$ cat config.mk
export PLATFORM = sky130hd
export DESIGN_NAME = fsk_tag_wavegen
export DESIGN_NICKNAME = d
export VERILOG_FILES = /design/src/rtl/fsk_tag_pkg.sv /design/src/rtl/fsk_burst_gen.sv /design/src/rtl/fsk_frame_seq.sv /design/src/rtl/fsk_tag_wavegen.sv
export SDC_FILE = /design/constraint.sdc
export NUM_CORES = 1
export LEC_CHECK = 0
export BUFFER_PORTS_ARGS = -buffer_cell sky130_fd_sc_hd__buf_2
export CAP_MARGIN = 40
export CORE_ASPECT_RATIO = 1.4
export CORE_MARGIN = 4
export CORE_UTILIZATION = 54
export DETAILED_ROUTE_END_ITERATION = 8
export PLACE_DENSITY = 0.76
export SYNTH_ARGS = -nofsm -noshare
export SYNTH_HDL_FRONTEND = slang
export SYNTH_SLANG_ARGS = --single-unit
$ cat constraint.sdc
create_clock -name clk -period 4.6 [get_ports clk]
set_input_delay 0.46 -clock clk [delete_from_list [all_inputs] [get_ports clk]]
set_output_delay 0.46 -clock clk [all_outputs]
set_load 0.01 [all_outputs]
$ cat src/rtl/fsk_tag_pkg.sv
package fsk_tag_pkg;
    typedef enum logic [1:0] {
        SEG_LEAD = 2'd0,
        SEG_PRE  = 2'd1,
        SEG_NIB  = 2'd2,
        SEG_DATA = 2'd3
    } seg_e;
endpackage

$ cat src/rtl/fsk_burst_gen.sv
module fsk_burst_gen #(
    parameter int SHORT_LEN  = 8,
    parameter int LONG_LEN   = 10,
    parameter int SHORT_HIGH = 2,
    parameter int LONG_HIGH  = 3,
    parameter int SHORT_REPS = 6,
    parameter int LONG_REPS  = 5
) (
    input  logic clk,
    input  logic rst_n,
    input  logic clr,
    input  logic adv,
    input  logic is_lone,
    input  logic is_long,
    output logic level,
    output logic seg_last
);
    localparam int MAX_LEN  = (LONG_LEN > SHORT_LEN) ? LONG_LEN : SHORT_LEN;
    localparam int MAX_REPS = (LONG_REPS > SHORT_REPS) ? LONG_REPS : SHORT_REPS;
    localparam int SW = $clog2(MAX_LEN);
    localparam int CW = $clog2(MAX_REPS);

    typedef struct packed {
        logic [SW-1:0] samp;
        logic [CW-1:0] cyc;
    } burst_s;

    burst_s st_q, st_d;
    logic [SW-1:0] len_m1, hi_lim;
    logic [CW-1:0] reps_m1;
    logic samp_end, cyc_end;

    always_comb begin
        len_m1   = is_long ? SW'(LONG_LEN - 1) : SW'(SHORT_LEN - 1);
        hi_lim   = is_long ? SW'(LONG_HIGH) : SW'(SHORT_HIGH);
        reps_m1  = is_lone ? '0 : (is_long ? CW'(LONG_REPS - 1) : CW'(SHORT_REPS - 1));
        samp_end = (st_q.samp == len_m1);
        cyc_end  = (st_q.cyc == reps_m1);
        st_d     = st_q;
        if (clr) begin
            st_d = '0;
        end else if (adv) begin
            if (samp_end) begin
                st_d.samp = '0;
                st_d.cyc  = cyc_end ? '0 : st_q.cyc + 1'b1;
            end else begin
                st_d.samp = st_q.samp + 1'b1;
            end
        end
    end

    always_ff @(posedge clk or negedge rst_n) begin
        if (!rst_n) st_q <= '0;
        else        st_q <= st_d;
    end

    assign level    = (st_q.samp < hi_lim);
    assign seg_last = samp_end & cyc_end;

    // the kind chosen by the sequencer must never leave the counters past their limit
    assert_samp_in_cycle_R1: assert property (@(posedge clk) disable iff (!rst_n)
        adv |-> (st_q.samp <= len_m1));
    assert_cyc_in_half_R2: assert property (@(posedge clk) disable iff (!rst_n)
        adv |-> (st_q.cyc <= reps_m1));
endmodule

$ cat src/rtl/fsk_frame_seq.sv
module fsk_frame_seq
    import fsk_tag_pkg::*;
#(
    parameter int ID_W = 44,
    parameter int NIB_BITS = 4,
    parameter int PRE_HALVES = 8,
    parameter logic [PRE_HALVES-1:0] PRE_LONG = 8'b1011_1000
) (
    input  logic            clk,
    input  logic            rst_n,
    input  logic            clr,
    input  logic            adv,
    input  logic            seg_last,
    input  logic [ID_W-1:0] id,
    output logic            is_lone,
    output logic            is_long
);
    localparam int BW = $clog2(ID_W);
    localparam int PW = $clog2(PRE_HALVES);

    typedef struct packed {
        seg_e          seg;
        logic [PW-1:0] pre;
        logic [BW-1:0] bidx;
        logic          half;
    } seq_s;

    seq_s st_q, st_d;
    logic [BW-1:0] bnext;

    always_comb begin
        bnext = st_q.bidx - 1'b1;
        st_d  = st_q;
        if (clr) begin
            st_d.seg  = SEG_LEAD;
            st_d.pre  = '0;
            st_d.bidx = BW'(ID_W - 1);
            st_d.half = 1'b0;
        end else if (adv && seg_last) begin
            case (st_q.seg)
                SEG_LEAD: begin
                    st_d.seg = SEG_PRE;
                    st_d.pre = '0;
                end
                SEG_PRE: begin
                    if (st_q.pre == PW'(PRE_HALVES - 1)) begin
                        st_d.seg  = SEG_NIB;
                        st_d.bidx = BW'(ID_W - 1);
                    end else begin
                        st_d.pre = st_q.pre + 1'b1;
                    end
                end
                SEG_NIB: begin
                    st_d.seg  = SEG_DATA;
                    st_d.half = 1'b0;
                end
                default: begin
                    if (!st_q.half) begin
                        st_d.half = 1'b1;
                    end else if (st_q.bidx == '0) begin
                        st_d.seg  = SEG_LEAD;
                        st_d.half = 1'b0;
                    end else begin
                        st_d.bidx = bnext;
                        st_d.half = 1'b0;
                        if ((int'(bnext) % NIB_BITS) == NIB_BITS - 1) st_d.seg = SEG_NIB;
                    end
                end
            endcase
        end
    end

    always_ff @(posedge clk or negedge rst_n) begin
        if (!rst_n) begin
            st_q.seg  <= SEG_LEAD;
            st_q.pre  <= '0;
            st_q.bidx <= BW'(ID_W - 1);
            st_q.half <= 1'b0;
        end else begin
            st_q <= st_d;
        end
    end

    always_comb begin
        is_lone = (st_q.seg == SEG_LEAD) || (st_q.seg == SEG_NIB);
        case (st_q.seg)
            SEG_PRE:  is_long = PRE_LONG[st_q.pre];
            SEG_DATA: is_long = id[st_q.bidx] ^ st_q.half;
            default:  is_long = 1'b0;
        endcase
    end

    assert_bit_range_R5: assert property (@(posedge clk) disable iff (!rst_n)
        st_q.bidx <= BW'(ID_W - 1));
    assert_nibble_marker_R6: assert property (@(posedge clk) disable iff (!rst_n)
        (st_q.seg == SEG_NIB) |-> ((int'(st_q.bidx) % NIB_BITS) == NIB_BITS - 1));
    assert_frame_wraps_R7: assert property (@(posedge clk) disable iff (!rst_n)
        (!clr && adv && seg_last && st_q.seg == SEG_DATA && st_q.half && st_q.bidx == '0)
        |=> (st_q.seg == SEG_LEAD));
endmodule

$ cat src/rtl/fsk_tag_wavegen.sv
module fsk_tag_wavegen #(
    parameter int ID_W = 44,
    parameter int LO_W = 32,
    parameter int HI_W = 16
) (
    input  logic            clk,
    input  logic            rst_n,
    input  logic            start,
    input  logic            stop,
    input  logic [HI_W-1:0] id_hi,
    input  logic [LO_W-1:0] id_lo,
    output logic            coil_open,
    output logic            busy
);
    localparam int HI_BITS = ID_W - LO_W;
    localparam logic [HI_W-1:0] HI_MAX = HI_W'((1 << HI_BITS) - 1);

    typedef struct packed {
        logic            busy;
        logic [ID_W-1:0] id;
    } ctl_s;

    ctl_s ctl_q, ctl_d;
    logic hi_ok, start_ok, adv, is_lone, is_long, level, seg_last;

    always_comb begin
        hi_ok    = (id_hi <= HI_MAX);
        start_ok = start & ~stop & ~ctl_q.busy & hi_ok;
        adv      = ctl_q.busy & ~stop;
        ctl_d    = ctl_q;
        if (start_ok) ctl_d.id = {id_hi[HI_BITS-1:0], id_lo};
        if (stop)          ctl_d.busy = 1'b0;
        else if (start_ok) ctl_d.busy = 1'b1;
    end

    always_ff @(posedge clk or negedge rst_n) begin
        if (!rst_n) ctl_q <= '0;
        else        ctl_q <= ctl_d;
    end

    fsk_frame_seq #(.ID_W(ID_W)) i_seq (
        .clk(clk), .rst_n(rst_n), .clr(start_ok), .adv(adv), .seg_last(seg_last),
        .id(ctl_q.id), .is_lone(is_lone), .is_long(is_long)
    );

    fsk_burst_gen i_burst (
        .clk(clk), .rst_n(rst_n), .clr(start_ok), .adv(adv),
        .is_lone(is_lone), .is_long(is_long), .level(level), .seg_last(seg_last)
    );

    assign busy      = ctl_q.busy;
    assign coil_open = ctl_q.busy & level;

    assert_first_sample_R8: assert property (@(posedge clk) disable iff (!rst_n)
        (start && !stop && !busy && id_hi <= HI_MAX) |=> (busy && coil_open));
    assert_reject_wide_R9: assert property (@(posedge clk) disable iff (!rst_n)
        (start && !busy && id_hi > HI_MAX) |=> !busy);
    assert_stop_idles_R10: assert property (@(posedge clk) disable iff (!rst_n)
        stop |=> (!busy && !coil_open));
    assert_busy_holds_R11: assert property (@(posedge clk) disable iff (!rst_n)
        (busy && !stop) |=> busy);
endmodule

==> results.md, run 1 <==
- Layout cell share with drive strength beyond 1: 20.41%
- Hold Buf Count CTS: 0
- Post-synthesis register bit count: 64
- CP cell instances: mux4_2 > nand2b_1 > and3_1 > nor4_1 > o41a_1 > o221ai_2 > or4b_1 > a21oi_1
- EDFF count, synth: 0
- Largest net degree at the start of global routing: 65
- Diodes inserted: 0
- H-tree depth: 3
- Net Sw Power: 0.3761 mW
- Async SR Flop Fraction: 100.0%
- PwrDens: 370.3 nW/µm²
- Worst Tran Pin Value: 0.9399 ns
- Max Slew Vio Count: 0
- RSZ-0062 raised after global routing: no
- Final min period: 3.896 ns
- Critical Path Source Type: flop
- Starting Density: 55.88%
- Area growth, synth to finish: 14.54%
- Seq/Total Area, Yosys: 45.66%
- Post-Route Utilization: 64.01%
- Total setup buffers inserted after CTS: 0
- CTS sink count: 64
- Total iterations of the first detailed-routing run: 4
- Synth Instances: 384
- # rows: 34
- Total Wirelength: 7575 µm
- Status: finished, final reports clean
- Fin crit share: 84.70%
- Nets: 494
- CORE AREA: 6296 µm²
- # setup viols final: 0
- P_int: 1.116 mW
- Post-synth top flop: dfrtp_1
- Wire length per cell: 14.91 µm
- Clock skew: 0.008310 ns
- Syn Std Cell Area: 3518 µm²
- Max-cap viol count: 0
- Die area: 7889 µm²
- CTS tree: yes
- Vias in the first global route: 2980
- Hold Path Class: in -> async
- Setup TNS: 0 ns
- Syn Area/Cell: 9.162 µm²
- Flop pwr share: 48.6%
- Hold Vio Cnt, Final: 0
- Clock transition at the registers of the reported paths: 0.07 ns
- First-pass GRT wire length: 13390 µm
- Die Ht: 103.5 µm
- Area share of the largest cell type after synthesis: 42.67%
- Fmax: 256.7 MHz
- Slowest stage delay, CP: 0.81 ns
- Gr usage total: 20.77%
- Initial antenna violation count: 0
- RePlAce Congestion: 0.8674
- Leakage: 2.054 nW
- Maximum vdd drop: 0.2425 mV
- CP Max Fanout: 21
- Kind of critical path: reg -> reg
- Post-cts resize count: 0
- Synth top area cells: dfrtp_1, nand2_1, ha_1
- Comb power frac: 12.7%
- Total global routing overflow: 0
- Die Width: 76.22 µm
- Post-DP HPWL: 5242 µm
- Area leader, netlist: dfrtp_1
- Clk_lat worst skew: 0.34 ns
- Port bufs: 53
- Sw Ratio: 25.20%
- Worst slew margin: 37.34%
- Vias: 2852
- I/O pin cnt: 54
- Post-route ant nets: 0
- Vias/cell: 5.614
- Worst EP arrival: 4.17 ns
- Initial DRC Count: 221
- Crit end category: flop
- Filler cells: 522
- Clock Path Buffers: 2
- Syn. warnings: 0
- Residual DRC: 0
- Slowest library cell on the worst path: dfstp_2
- Root Driver: clkbuf_8
- Worst Path Required: 4.87 ns
- CTS Buf Count: 9
- Clk pwr share: 38.6%
- Yosys cell types: 55
- Tot Pwr: 1.492 mW
- Synth Net Count: 447
-- stage by stage --
stage / hold slack, ns / std cells / setup slack [ns] / instance area [µm²]
global placement: 0.4538 / 490 / 0.8596 / 3770
finish: 0.2831 / 508 / 0.7037 / 4030
global route: 0.3043 / 508 / 0.3806 / 4030
detailed placement: 0.4609 / 491 / 0.7465 / 3790
floorplan: 0.1644 / 384 / 1.545 / 3518
CTS: 0.2888 / 507 / 0.6707 / 4025
-- per-layer routing --
metal | part of all wire (%) | vias to the layer above | routed length (µm) | track usage (%)
li1 | - | 1402 | - | -
met1 | 41 | 1367 | 3072 | 24.70
met2 | 52 | 68 | 3973 | 35.53
met3 | 4.6 | 15 | 350 | 4.774
met4 | 2.4 | 0 | 179 | 9.456
met5 | 0 | - | 0 | 0
-- synthesized netlist by cell type (2+ instances only) --
| cell | number |
|---|---|
| buf_6 | 3 |
| o2111ai_1 | 2 |
| nand4_1 | 2 |
| o21ai_0 | 6 |
| o22ai_1 | 2 |
| ha_1 | 11 |
| nand4bb_1 | 2 |
| dfrtp_1 | 60 |
| inv_1 | 10 |
| nand2_1 | 149 |
| clkbuf_1 | 15 |
| nor4_1 | 4 |
| xor2_1 | 2 |
| dfstp_2 | 4 |
| nor2b_1 | 4 |
| o32a_1 | 2 |
| o41a_1 | 3 |
| mux4_1 | 3 |
| or3_1 | 2 |
| and2_1 | 5 |
| nand3_1 | 3 |
| nor2_1 | 17 |
| mux2i_1 | 6 |
| o21ai_1 | 4 |
| a22o_1 | 2 |
| nand2b_1 | 4 |
| o211ai_1 | 3 |
| o311ai_1 | 3 |
| mux4_2 | 6 |
| nor3_1 | 8 |
| nor3b_1 | 3 |
| and3_1 | 3 |
| a21oi_1 | 5 |
| nand3b_1 | 4 |
| buf_2 | 2 |
-- worst paths after layout --
path | end | slack (ns) | from | cells past startpoint
max | i_seq.st_q[7] | 0.70 | i_seq.st_q[1] | 8
min | i_burst.st_q[3] | 0.28 | rst_n | 2
max reg2reg | i_seq.st_q[7] | 0.70 | i_seq.st_q[1] | 8
min reg2reg | ctl_q[34] | 0.48 | ctl_q[34] | 2
max in group asynchronous | ctl_q[43] | 3.77 | rst_n | 2
min in group clk | ctl_q[24] | 0.30 | id_lo[24] | 3
-- layout by cell type (no fill, tap or decap), types with 5 or more instances in the layout --
cell and count:
nor2_1 17, a21oi_1 5, nand2_1 149, buf_2 53, dfrtp_1 60, ha_1 11, o21ai_0 6, inv_1 10
mux2i_1 6, mux4_2 6, clkbuf_8 9, nor3_1 8
-- final cells by class --
class	instances	area, µm²	area share (%)
Multi-Input combinational cell	289	1755	43.56
Sequential cell	64	1607	39.86
Timing Repair Buffer	57	305.3	7.575
Clock buffer	10	127.6	3.167
Clock inverter	6	107.6	2.670
Tap cell	72	90.09	2.235
Inverter	10	37.54	0.9314
-- critical path, delay by kind of cell (launching register included) --
kind,cells,cell delay (ns)
simple gates,4,1.66
flops,1,0.81
compound gates,3,0.78
mux,1,0.56
-- power by group through the flow --
stage,sequential [mW],clock (mW),combinational [mW]
2_1_floorplan,0.691,0,0.171
3_3_place_gp,0.733,0,0.184
3_5_place_dp,0.736,0,0.191
4_1_cts,0.727,0.588,0.193
5_1_grt,0.739,0.613,0.219
6_report,0.726,0.577,0.190
-- registers in the layout, summed over array words and instances (netlist names) --
register      cells
i_seq.st_q       12
busy              1
ctl_q            44
i_burst.st_q      7
-- cells by family after synthesis --
family                     Yosys count  synth area share [%]
AOI/OAI and AO/OA                   44                 10.14
xor gates and xnor gates             3                0.7469
adders and majority gates           11                 3.912
buffers and inverters               31                 4.481
DFF                                 64                 45.66
muxes                               17                 8.428
and+or+nand+nor                    214                 26.64
(Power assumes the default switching activity.)
==> run 2, diff against run 1 <==
- ABC_AREA: unset -> 1
- clock period: 4.6 -> 3.81 ns (I/O delays scaled with it)
==> results.md, run 2 <==
- Largest net degree at the start of global routing: 67
- Fin crit share: 81.25%
- Total Wirelength: 7707 µm
- Most frequent cells in the layout: nand2_1, dfrtp_1, buf_2
- Kind of critical path: reg -> out
- Diodes inserted: 0
- Critical Path Source Type: flop
- Initial antenna violation count: 0
- Final min period: 3.096 ns
- Worst EP arrival: 2.71 ns
- Delay-heaviest family, CP: flip-flops
- Crit end category: output port
- Die Width: 76.96 µm
- PwrDens: 514.7 nW/µm²
- Area growth, synth to finish: 13.30%
- Clk pwr share: 30.8%
- Worst Path Required: 3.43 ns
- RSZ-0062 raised after global routing: no
- Root Driver: clkbuf_8
- Area leader, netlist: dfrtp_1
- Area share of the largest cell type after synthesis: 41.77%
- Vias: 3167
- Maximum vdd drop: 0.3031 mV
- CTS Buf Count: 9
- CP Max Fanout: 34
- Status: finished, final reports clean
- Syn. warnings: 0
- Slowest library cell on the worst path: dfstp_2
- Net Sw Power: 0.6829 mW
- Clk_lat worst skew: 0.34 ns
- Max reg flops: 44
- I/O pin cnt: 54
- Top cells by count, synth: nand2_1, dfrtp_1, inv_1
- Max-cap viol count: 0
- Port bufs: 53
- Worst Tran Pin Value: 0.8522 ns
- Worst Path Buf+Inv: 2
- CTS sink count: 64
- Sw Ratio: 32.58%
- First-pass GRT wire length: 13290 µm
- Gr usage total: 20.28%
- Hold Vio Cnt, Final: 0
- Largest registers: ctl_q: 44 flops, i_seq.st_q: 12 flops, i_burst.st_q: 7 flops
- Setup TNS: 0 ns
- Post-synth top flop: dfrtp_1
- Comb power frac: 25.5%
- Hold Path Class: in -> async
- Filler cells: 583
- Residual DRC: 0
- Top reg by flops: ctl_q
- Worst slew margin: 42.80%
- CTS tree: yes
- Total setup buffers inserted after CTS: 0
- Async SR Flop Fraction: 100.0%
- Flop pwr share: 43.7%
- Fmax: 323.0 MHz
- Synth top area cells: dfrtp_1, nand2_1, inv_1
- # rows: 34
- Syn Std Cell Area: 3595 µm²
- CORE AREA: 6339 µm²
- Post-route ant nets: 0
- Top-count cell post-synth: nand2_1
- Clock Path Buffers: 2
- Place WS: 0.9821 ns
- Leakage: 2.196 nW
- Total global routing overflow: 0
- Nets: 606
- EDFF count, synth: 0
- Die Ht: 104.5 µm
- Total iterations of the first detailed-routing run: 4
- Max Slew Vio Count: 0
- Layout cell share with drive strength beyond 1: 16.06%
- Clock skew: 0.01011 ns
- Vias/cell: 5.108
- Syn Area/Cell: 7.247 µm²
- RePlAce Congestion: 0.8725
- Synth Instances: 496
- Wire length per cell: 12.43 µm
- Hold Buf Count CTS: 0
- Seq/Total Area, Yosys: 44.69%
- # setup viols final: 0
- Post-cts resize count: 0
- Clock transition at the registers of the reported paths: 0.07 ns
- Yosys cell types: 33
- Starting Density: 56.71%
- Die area: 8044 µm²
- CP cell instances: inv_4 > o21ai_1 > nand2_1 > nand2_1 > nand2_1 > o21bai_2 > nand3_1 > nand2_1 > nand3_2 > nand2_1 > a21oi_1 > nor4_1 > buf_2
- Vias in the first global route: 3158
- H-tree depth: 3
- Post-synthesis register bit count: 64
- Most common cell after layout, fill and taps aside: nand2_1
- P_int: 1.413 mW
- Worst setup margin: 0.7144 ns
- Initial DRC Count: 136
- Synth Net Count: 559
- Post-DP HPWL: 5723 µm
- Slowest stage delay, CP: 0.92 ns
- CP most frequent cell: nand2_1
run 2: logic make-up (layout without fill, tap and decap cells):
family | after synthesis | count (layout) | share of synthesized area [%]
xor gates and xnor gates | 6 | 6 | 1.462
and+or+nand+nor | 293 | 293 | 33.73
AOI/OAI and AO/OA | 50 | 50 | 7.414
DFF | 64 | 64 | 44.69
buffers and inverters | 72 | 124 | 8.876
adders and majority gates | 11 | 11 | 3.829
run 2: through the flow:
stage               hold slack (ns)  cells  power, mW  cell area, µm²  util, %
finish                      0.06718    620      2.096            4073    64.25
global route                 0.1347    620      2.247            4073    64.25
CTS                         0.09028    620      2.116            4073    64.25
detailed placement           0.4690    604      1.462            3851    60.76
global placement             0.4635    604      1.441            3851    60.76
floorplan                   0.08541    496      1.313            3595        -
run 2: layout make-up:
type	instances	area (µm²)	share of cell area, %
Multi-Input combinational cell	360	1669	40.98
Sequential cell	64	1607	39.45
Timing Repair Buffer	56	287.8	7.066
Inverter	52	197.7	4.854
Clock buffer	11	141.4	3.472
Tap cell	72	90.09	2.212
Clock inverter	5	80.08	1.966
run 2: final timing paths:
path | endpoint | slack (ns) | cells past startpoint | start
setup / recovery | coil_open | 0.71 | 13 | i_seq.st_q[1]
hold / removal | i_burst.st_q[3] | 0.07 | 1 | rst_n
setup reg to reg | i_seq.st_q[5] | 0.97 | 17 | i_seq.st_q[1]
hold reg to reg | ctl_q[18] | 0.49 | 2 | ctl_q[18]
max in group asynchronous | ctl_q[22] | 2.86 | 2 | rst_n
min in group clk | ctl_q[40] | 0.23 | 3 | id_hi[8]
run 2: power by group through the flow:
stage / Combinational, mW / Clock [mW] / Sequential [mW]
3_3_place_gp: 0.519 / 0 / 0.923
4_1_cts: 0.538 / 0.661 / 0.916
3_5_place_dp: 0.533 / 0 / 0.929
5_1_grt: 0.626 / 0.688 / 0.933
2_1_floorplan: 0.419 / 0 / 0.894
6_report: 0.535 / 0.646 / 0.916
run 2: layer usage:
| metal | global-route usage [%] | part of all wire [%] | vias to the layer above |
|---|---|---|---|
| met3 | 3.787 | 3.7 | 9 |
| met4 | 8.161 | 1.5 | 0 |
| met5 | 0 | 0 | - |
| li1 | - | - | 1640 |
| met1 | 24.17 | 43 | 1454 |
| met2 | 35.79 | 52 | 64 |
run 2: worst register-to-register path: stages, from the launching register on:
cell	delay (ns)
dfstp_2	0.92
inv_4	0.20
o21ai_1	0.17
nand2_1	0.07
nand2_1	0.05
nand2_1	0.06
o21bai_2	0.12
nand4_1	0.11
nand3_2	0.13
nand2_1	0.09
nand2_2	0.12
nand3_4	0.10
nor2_4	0.11
nand2_2	0.07
nand2_4	0.14
nand2_2	0.12
nand2_1	0.11
nand2_1	0.06
